File: config.mk
export PLATFORM = sky130hd
export DESIGN_NAME = adc_flag_alu
export DESIGN_NICKNAME = d
export VERILOG_FILES = /design/src/rtl/adc_pkg.sv /design/src/rtl/adc_imm_extend.sv /design/src/rtl/adc_sum_flags.sv /design/src/rtl/adc_flag_alu.sv
export SDC_FILE = /design/constraint.sdc
export NUM_CORES = 1
export LEC_CHECK = 0
export ABC_CLOCK_PERIOD_IN_PS = 1600
export BUFFER_PORTS_ARGS = -buffer_cell sky130_fd_sc_hd__buf_2
export CORE_MARGIN = 8
export CORE_UTILIZATION = 55
export CTS_BUF_LIST = sky130_fd_sc_hd__clkbuf_8
export DETAILED_ROUTE_END_ITERATION = 12
export PLACE_DENSITY = 0.89
export SLEW_MARGIN = 20
export SYNTH_ARGS = -nofsm -noshare
export SYNTH_HDL_FRONTEND = slang
export SYNTH_SLANG_ARGS = --single-unit
File: constraint.sdc
create_clock -name clk -period 1.6 [get_ports clk]
set_input_delay 0.08 -clock clk [delete_from_list [all_inputs] [get_ports clk]]
set_output_delay 0.08 -clock clk [all_outputs]
set_load 0.02 [all_outputs]
File: src/rtl/adc_pkg.sv
package adc_pkg;
    localparam int XLEN    = 64;
    localparam int SZ_W    = 2;
    localparam int N_SIZES = 4;

    typedef enum logic [SZ_W-1:0] {
        SZ_BYTE  = 2'd0,
        SZ_HALF  = 2'd1,
        SZ_WORD  = 2'd2,
        SZ_DWORD = 2'd3
    } opsize_e;

    typedef struct packed {
        logic of_f;
        logic sf_f;
        logic zf_f;
        logic af_f;
        logic pf_f;
        logic cf_f;
    } flags_t;

    function automatic logic [XLEN-1:0] size_mask(input logic [SZ_W-1:0] sz);
        logic [XLEN-1:0] m;
        m = '0;
        for (int i = 0; i < XLEN; i++) begin
            if (i < (8 << sz)) m[i] = 1'b1;
        end
        return m;
    endfunction
endpackage

File: src/rtl/adc_imm_extend.sv
module adc_imm_extend
    import adc_pkg::*;
(
    input  logic [XLEN-1:0] src,
    input  logic            src_is_imm,
    input  logic [SZ_W-1:0] imm_width,
    output logic [XLEN-1:0] src_eff
);
    logic [XLEN-1:0] ext_by_width [N_SIZES];

    for (genvar g = 0; g < N_SIZES; g++) begin : g_ext
        localparam int W = 8 << g;
        if (W == XLEN) begin : g_full
            assign ext_by_width[g] = src;
        end else begin : g_part
            assign ext_by_width[g] = {{(XLEN-W){src[W-1]}}, src[W-1:0]};
        end
    end

    always_comb begin
        src_eff = src_is_imm ? ext_by_width[imm_width] : src;
    end
endmodule

File: src/rtl/adc_sum_flags.sv
module adc_sum_flags
    import adc_pkg::*;
(
    input  logic [XLEN-1:0] dst,
    input  logic [XLEN-1:0] src_eff,
    input  logic [SZ_W-1:0] op_size,
    input  logic            carry_in,
    output logic [XLEN-1:0] sum,
    output flags_t          flags
);
    logic [XLEN-1:0] mask;
    logic [XLEN-1:0] a_m;
    logic [XLEN-1:0] b_m;
    logic [XLEN:0]   full;
    logic [XLEN-1:0] x3;
    int unsigned     top;

    always_comb begin
        mask = size_mask(op_size);
        a_m  = dst & mask;
        b_m  = src_eff & mask;
        full = {1'b0, a_m} + {1'b0, b_m} + {{XLEN{1'b0}}, carry_in};
        sum  = full[XLEN-1:0] & mask;
        top  = (8 << op_size) - 1;
        x3   = a_m ^ b_m ^ sum;

        flags.cf_f = full[top+1];
        flags.of_f = (a_m[top] == b_m[top]) && (sum[top] != a_m[top]);
        flags.sf_f = sum[top];
        flags.zf_f = (sum == '0);
        flags.af_f = x3[4];
        flags.pf_f = ~^sum[7:0];
    end
endmodule

File: src/rtl/adc_flag_alu.sv
module adc_flag_alu
    import adc_pkg::*;
(
    input  logic        clk,
    input  logic        rst_n,
    input  logic        in_valid,
    input  logic [63:0] dst,
    input  logic [63:0] src,
    input  logic [1:0]  op_size,
    input  logic        carry_in,
    input  logic        src_is_imm,
    input  logic [1:0]  imm_width,
    output logic        out_valid,
    output logic [63:0] result,
    output logic        cf,
    output logic        of,
    output logic        sf,
    output logic        zf,
    output logic        af,
    output logic        pf
);
    typedef struct packed {
        logic            valid;
        logic [SZ_W-1:0] size;
        logic [XLEN-1:0] res;
        flags_t          fl;
    } state_t;

    logic [XLEN-1:0] src_eff;
    logic [XLEN-1:0] sum_c;
    flags_t          flags_c;
    state_t          st_d, st_q;

    adc_imm_extend u_ext (
        .src        (src),
        .src_is_imm (src_is_imm),
        .imm_width  (imm_width),
        .src_eff    (src_eff)
    );

    adc_sum_flags u_sum (
        .dst      (dst),
        .src_eff  (src_eff),
        .op_size  (op_size),
        .carry_in (carry_in),
        .sum      (sum_c),
        .flags    (flags_c)
    );

    always_comb begin
        st_d       = st_q;
        st_d.valid = in_valid;
        if (in_valid) begin
            st_d.size = op_size;
            st_d.res  = sum_c;
            st_d.fl   = flags_c;
        end
    end

    always_ff @(posedge clk or negedge rst_n) begin
        if (!rst_n) st_q <= '0;
        else        st_q <= st_d;
    end

    assign out_valid = st_q.valid;
    assign result    = st_q.res;
    assign cf        = st_q.fl.cf_f;
    assign of        = st_q.fl.of_f;
    assign sf        = st_q.fl.sf_f;
    assign zf        = st_q.fl.zf_f;
    assign af        = st_q.fl.af_f;
    assign pf        = st_q.fl.pf_f;

    AST_UPPER_ZERO: assert property (@(posedge clk) disable iff (!rst_n)
        out_valid |-> ((result & ~size_mask(st_q.size)) == '0));
    AST_SIGN_BIT: assert property (@(posedge clk) disable iff (!rst_n)
        out_valid |-> (sf == result[(8 << st_q.size) - 1]));
    AST_ZERO_FLAG: assert property (@(posedge clk) disable iff (!rst_n)
        out_valid |-> (zf == (result == '0)));
    AST_PARITY: assert property (@(posedge clk) disable iff (!rst_n)
        out_valid |-> (pf == ~^result[7:0]));
    AST_VALID_FOLLOWS: assert property (@(posedge clk) disable iff (!rst_n)
        in_valid |=> out_valid);
    AST_RESULT_HOLD: assert property (@(posedge clk) disable iff (!rst_n)
        !in_valid |=> ($stable(result) && !out_valid));
endmodule

==> metrics, run 1 <==
post-synthesis net count 1374; HPWL Detailed 32400 um; synth warn 0; Post-Synth Adder-Cell Area 0.103; Die W 142 um; Place WS -2.56 ns; top post-synthesis cells by area dfrtp_1 (20%), ha_1 (9.8%), a21oi_1 (8.6%); top_reg_cell synth dfrtp_1; Exit stage 4_1_cts; main combinational cell family by area after synthesis compound AO/OA/AOI/OAI gates; Chip Height 142 um; Initial Utilization 0.555; xor-xnor portion of the synthesized cell area 0.0393; Clk Tree Root Cell clkbuf_8; post-synthesis sequential area ratio 0.204; Post-Syn Area per Cell 7.45 um^2; flop and latch count out of synthesis 71; Synth async-reset ratio 1.00; area leader, netlist dfrtp_1; top-count cell post-synth nand2_1; Synth Instances 1167; Final GP Congestion 1.09; Port Buffers 207; clock sink total 71; H-tree lvl count 3; CTS hold repair buffers 1; CTS Buf Count 9; clock buffer depth 2; Post-synth EDFFs 0; top cells by count, synth nand2_1 (171), a21oi_1 (150), dfrtp_1 (71); # Post-CTS Setup Buffers 95; Compound-Gate Fraction of Synth Area 0.305; status stopped before the end; Boundary Pins 208; Post-Synth Simple-Gate Area 0.249; Placed Area 13000 um^2; cts repair resizes 381; area fraction of the dominant cell type after synthesis 0.204; Post-Syn Area 8690 um^2; Yosys cell types 87; First Err [ERROR DPL-0038] Utilization greater than 100%, impossible to legalize; # rows 46; multiplexer share of the synthesized area 0.0531
[cell families after synthesis]
group / after synthesis
and+or+nand+nor: 437
adders and majority gates: 70
buffers and inverters: 104
xor gates and xnor gates: 39
muxes: 43
DFF: 71
AOI/OAI and AO/OA: 403
[metrics by stage]
stage | instances | utilization
after detailed placement | 1871 | 0.831
after global placement | 1871 | 0.831
after floorplan | 1167 | -
==> run 2, diff against run 1 <==
Settings changed: CORE_UTILIZATION 55 to 40, CTS_BUF_LIST sky130_fd_sc_hd__clkbuf_8 to default, PLACE_DENSITY 0.89 to default, PLACE_DENSITY_LB_ADDON from default to 0.15.
==> run 2 against run 1 <==
The flow now finishes, with violations (negative setup slack). Area after synthesis stayed put. Synthesized cell count unchanged.
==> metrics, run 2 <==
status finished, violations left; failing checks negative setup slack; clock buffer depth 2 (unchanged); First-pass DRT Iterations 5; Rel. slew slack 0.655; setup ws final -1.81 ns; Chip Height 163 um (+15%); top post-synthesis cells by area dfrtp_1 (20%), ha_1 (9.8%), a21oi_1 (8.6%); Boundary Pins 208 (unchanged); routed len/inst 19.3 um; largest net degree at the start of global routing 72; Tmin final 3.41 ns; top_reg_cell synth dfrtp_1; Post-Syn Area per Cell 7.45 um^2 (unchanged); Worst VDD drop 0.000657 V; # rows 54 (+17%); area fraction of the dominant cell type after synthesis 0.204 (unchanged); gr usage total 0.280; startpoint types input port; Power Dens Cells 583 nW/um^2; met2 Track Usage GR 0.519; flop and latch count out of synthesis 71 (unchanged); Final period util 2.13; final worst hold slack 0.182 ns; register clock-pin slew on the reported worst setup and hold paths 0.06 ns; commonest non-fill, non-tap cell in the layout buf_4; nets 1980; final core utilization 0.747; area leader, netlist dfrtp_1; global routing usage on met3 0.0338; Synth async-reset ratio 1.00 (unchanged); Vias 11300; Data arrival, critical path 3.67 ns; top cells by count, synth nand2_1 (171), a21oi_1 (150), dfrtp_1 (71); Hold Vio Cnt, Final 0; Final Cell Area 16100 um^2; grt ovf 0; setup_tns -69.08 ns; Routed Antenna Nets 0; final setup violation count 62; global-route wire length before repair 59900 um; Clk Tree Root Cell clkbuf_16; top-count cell post-synth nand2_1; Yosys cell types 87 (unchanged); share of post-route cells with drive strength above 1 0.601; post-synthesis net count 1374 (unchanged); Placed Area 13400 um^2 (+3.0%); Core Footprint 21600 um^2; Synth Instances 1167 (unchanged); Post-synth EDFFs 0 (unchanged); CTS tree done; pins over their slew limit 0; Leak 7.72 nW; RSZ-0062 raised after global routing true; post-synthesis sequential area ratio 0.204 (unchanged); Total Wirelength 39700 um; critical path class input port to register; Port Buffers 207 (unchanged); Setup crit end kind register; clk_skew 0 ns; Critical Path Fanout Max 6; vias per cell 5.49; Fmax achieved 294 MHz; area delta synth->final 85.4%; Die W 163 um (+15%); busiest grt layer met2; met1 Use GR 0.324; Initial Utilization 0.403 (-0.152); most frequent cells in the layout buf_4 (396), buf_2 (201), nand2_1 (145); vias in the first global route 11500; Post-Syn Area 8690 um^2 (unchanged); initial DRC count 554; H-tree lvl count 3 (unchanged); Worst Hold Class input port to register; initial antenna violation count 1; DRC viols 0; HPWL Detailed 30800 um (-4.8%); CTS Buf Count 9 (unchanged); clock sink total 71 (unchanged); synth warn 0 (unchanged); Final GP Congestion 0.958 (-12%); Clock Latency Late Sink 0.33 ns; Die Footprint 26700 um^2; max_cap viols 0; Slew @ Worst Pin 0.517 ns; Worst Path Required 1.86 ns; max FFs per register 64
## run 2: kinds of logic after synthesis
group / Yosys count / share of synthesized area
fa+ha+maj: 70 / 0.103
simple gates: 437 / 0.249
mux: 43 / 0.0531
flops: 71 / 0.204
compound gates: 403 / 0.305
xor+xnor: 39 / 0.0393
buf+inv: 104 / 0.0464
## run 2: worst max-delay path: stages
cell	delay, ns
buf_6	0.09
nand2b_4	0.18
or2_4	0.30
nand2_1	0.09
a21oi_1	0.07
ha_2	0.37
nand4_1	0.12
or4_4	0.55
o211a_4	0.29
a21o_4	0.23
o31ai_4	0.24
a31o_4	0.21
buf_4	0.11
mux2i_2	0.22
o2111a_1	0.25
o2111ai_2	0.11
o2bb2ai_2	0.15
## run 2: timing repair
| action | in CTS | in global routing |
|---|---|---|
| hold buffers | 1 | 0 |
| pin swaps | 104 | 92 |
| setup endpoints to repair | 61 | 62 |
| endpoints found under the hold margin | 71 | 0 |
| gates resized for setup | 214 | 178 |
| gates cloned | 1 | 1 |
| buffers inserted | 38 | 34 |
## run 2: worst paths after layout
path	slack, ns	to	cells past startpoint	start
max	-1.81	zf$_DFFE_PN0P_	17	imm_width[1]
min	0.18	result[0]$_DFFE_PN0P_	3	carry_in
max reg2reg	0.78	cf$_DFFE_PN0P_	2	cf$_DFFE_PN0P_
min reg2reg	0.49	result[37]$_DFFE_PN0P_	2	result[37]$_DFFE_PN0P_
max in group asynchronous	0.97	result[39]$_DFFE_PN0P_	3	rst_n
min in group asynchronous	0.30	pf$_DFFE_PN0P_	3	rst_n
## run 2: per-layer routing
metal  wire length [um]  share of wire  vias up
li1                   -              -     5485
met1              15900           0.40     5407
met2              20500           0.52      336
met5                  0              0        -
met3               1720          0.043       83
met4               1550          0.039        0
## run 2: stage by stage
stage                     power, W  std cells  setup slack, ns
after CTS                  0.00898       2029            -1.78
after floorplan            0.00450       1167            -2.08
after global placement     0.00646       1977            -2.30
final                      0.00939       2059            -1.81
after global routing       0.00986       2059            -1.95
after detailed placement   0.00650       1977            -2.38
## run 2: report_power, final
part           switching, W  total (W)  internal (W)  leakage [nW]
registers          0.000134    0.00214       0.00201         0.931
logic               0.00274    0.00535       0.00261          6.66
clock network      0.000840    0.00191       0.00107         0.130
total               0.00371    0.00939       0.00568          7.72
## run 2: area by class of cell
type	instances	area, um^2
multi-input combinational	993	8720
fill	1617	5450
timing repair buffer	666	4830
sequential	71	1780
tap	280	350
clock buffer	9	225
inverter	31	139
clock inverter	7	56.3
timing repair inverter	1	6.26
antenna	1	2.50
Power figures use the tool's default switching activity.
==> run 3, diff against run 2 <==
Settings changed: CAP_MARGIN from default to 20, CTS_BUF_LIST from default to sky130_fd_sc_hd__clkbuf_8.
==> run 3 against run 2 <==
Clock-buffer cell count unchanged. Critical endpoint unchanged. Cell area down 1.7%. Critical path depth up 2. The run still ends with negative setup slack left. Cell count down 0.34%. Total power down 8.2%. Largest cell class unchanged. Flip-flop and latch count unchanged. Combinational power down 4%. Utilization down 1.3 points.
==> metrics, run 3 (synthesis gave the netlist of run 2 again) <==
slowest CP cell or3_4; Core Footprint 21600 um^2 (unchanged); worst reg2reg startpoint cf$_DFFE_PN0P_; Clk Tree Root Cell clkbuf_8; register clock-pin slew on the reported worst setup and hold paths 0.09 ns (+0.03 ns); DRC viols 0 (unchanged); met1 WL 15700 um (-1.4%); Setup crit end kind register; metal3 WL 1750 um (+1.5%); reg2reg setup slack 0.79 ns (about the same); max_cap viols 0 (unchanged); Worst Hold Class input port to register; combinational share of power 0.596 (+0.027); Die W 163 um (unchanged); Seq pwr share 0.247 (+0.019); Vias 11300 (-0.39%); Routed Antenna Nets 0 (unchanged); First-pass DRT Iterations 5 (unchanged); Met2 Wirelength 19900 um (-3.0%); Clock Latency Late Sink 0.35 ns (+0.02 ns); clk_skew 0 ns (unchanged); vias in the first global route 11400 (-0.47%); Final period util 2.15 (+0.0209); fillcell total 1706 (+5.5%); Fmax achieved 291 MHz (-0.97%); Tot Pwr 0.00863 W (-8.2%); Rel. slew slack 0.667 (+0.0117); RSZ-0062 raised after global routing true; Die Footprint 26700 um^2 (unchanged); CTS Buf Count 9 (unchanged); clock sink total 71 (unchanged); HPWL Detailed 30800 um (unchanged); most frequent cells in the layout buf_4 (396), buf_2 (204), nand2_1 (154); Leak 7.55 nW (-2.2%); pins over their slew limit 0 (unchanged); Total Wirelength 38800 um (-2.2%); Sw Pwr 0.00355 W (-4.3%); routed len/inst 18.9 um (-1.9%); Layout Cells excl Fill 2052 (-0.34%); Port Buffers 207 (unchanged); Critical Path Fanout Max 6 (unchanged); Final GP Congestion 0.958 (unchanged); largest net degree at the start of global routing 72 (unchanged); Placed Cells 1977 (unchanged); Worst Path Required 1.88 ns (+0.02 ns); vias per cell 5.49 (about the same); area delta synth->final 82.2%; global-route wire length before repair 59100 um (-1.3%); R2R depth 2 (unchanged); max FFs per register 64 (unchanged); Placed Area 13400 um^2 (unchanged); critical-path cell list buf_6, nand2b_4, or2_4, and2_4, buf_12, buf_8, a21oi_2, ha_1, nand4_1, or3_4, a2111oi_4, o41ai_4, nand2b_4, buf_6, mux2i_4, o211ai_1, o21ai_1, o2111ai_1, o2bb2ai_1; nets 1973 (-0.35%); H-tree lvl count 3 (unchanged); Top Layer Used met4; CTS tree done; status finished, violations left; R2R Path End cf$_DFFE_PN0P_; Slew @ Worst Pin 0.499 ns (-0.0176 ns); Worst VDD drop 0.000503 V (-23%); Hold Crit Depth 3 (unchanged); startpoint types input port; gr usage total 0.276 (-0.00324); Boundary Pins 208 (unchanged); Chip Height 163 um (unchanged); Int Power 0.00507 W (-11%); Power Dens Cells 545 nW/um^2 (-6.6%); critical path class input port to register; Tmin final 3.44 ns (+0.0334 ns); Hold Vio Cnt, Final 0 (unchanged); beginning of the worst hold path src[0]; final setup violation count 61 (-1.6%); Initial Utilization 0.403 (unchanged); grt ovf 0 (unchanged); failing checks negative setup slack; setup ws final -1.84 ns (-0.0334 ns); clock buffer depth 2 (unchanged); Clock Power Share 0.156 (-0.047); CP peak stage delay 0.44 ns (-0.11 ns); initial DRC count 608 (+9.7%); share of post-route cells with drive strength above 1 0.587 (-0.0140); hold endpoint result[0]$_DFFE_PN0P_; initial antenna violation count 1 (unchanged); sw frac 0.412 (+0.0166); # rows 54 (unchanged); Data arrival, critical path 3.72 ns (+0.05 ns); commonest non-fill, non-tap cell in the layout buf_4; Final Cell Area 15800 um^2 (-1.7%)
run 3: cell types whose count changed in the layout (fill, tap and decap cells not counted), sizes merged:
cell | before | now
buf | 665 | 659
clkinv | 2 | 3
inv | 34 | 33
or2 | 13 | 12
run 3: worst max-delay path, delay by kind of cell:
kind | cells | cell delay (ns)
muxes | 1 | 0.25
AOI/OAI and AO/OA | 7 | 1.28
adders and majority gates | 1 | 0.18
and+or+nand+nor | 6 | 1.44
buffers and inverters | 4 | 0.48
run 3: power by group through the flow:
stage          registers (W)  clock network [W]  logic [W]
6_report             0.00213            0.00135    0.00515
2_1_floorplan        0.00241                  0    0.00209
3_5_place_dp         0.00216                  0    0.00434
3_3_place_gp         0.00216                  0    0.00430
4_1_cts              0.00213            0.00137    0.00481
5_1_grt              0.00216            0.00145    0.00550
run 3: worst max path at each step:
stage	cells after the start	endpoint	slack, ns	from
final	19	zf$_DFFE_PN0P_	-1.84	imm_width[1]
after global routing	20	of$_DFFE_PN0P_	-1.98	imm_width[1]
after CTS	19	of$_DFFE_PN0P_	-1.74	imm_width[1]
after detailed placement	18	zf$_DFFE_PN0P_	-2.38	imm_width[1]
after global placement	18	zf$_DFFE_PN0P_	-2.30	imm_width[1]
after floorplan	21	of$_DFFE_PN0P_	-2.08	imm_width[1]
run 3: what timing repair did:
item                                    CTS  global route
buffers inserted                         36            27
endpoints found under the setup margin   61            61
gates cloned                              1             0
resized for setup                       199           154
endpoints found under the hold margin    71             0
pin swaps                                85            70
hold buffers                              1             0
run 3: final cells by class:
| class | count | area [um^2] | area share |
|---|---|---|---|
| Multi-Input combinational cell | 992 | 8630 | 0.545 |
| Inverter | 31 | 138 | 0.00869 |
| Antenna cell | 1 | 2.50 | 0.000158 |
| Clock inverter | 7 | 56.3 | 0.00356 |
| Clock buffer | 9 | 124 | 0.00782 |
| Timing Repair Buffer | 660 | 4750 | 0.300 |
| Sequential cell | 71 | 1780 | 0.112 |
| Tap cell | 280 | 350 | 0.0221 |
| Timing Repair inverter | 1 | 6.26 | 0.000395 |
run 3: layer usage:
| layer | global-route usage | up-vias |
|---|---|---|
| met5 | 0 | - |
| met3 | 0.0320 | 87 |
| met2 | 0.513 | 345 |
| met1 | 0.320 | 5364 |
| li1 | - | 5471 |
| met4 | 0.0976 | 0 |
run 3: per-stage QoR:
stage	TNS [ns]	setup slack [ns]	utilization	hold slack, ns
2_1_floorplan	-73.98	-2.08	-	-0.216
3_3_place_gp	-100.40	-2.30	0.622	0.138
3_5_place_dp	-102.96	-2.38	0.622	0.143
4_1_cts	-65.16	-1.74	0.688	0.182
5_1_grt	-74.11	-1.98	0.735	0.183
6_report	-67.56	-1.84	0.735	0.192
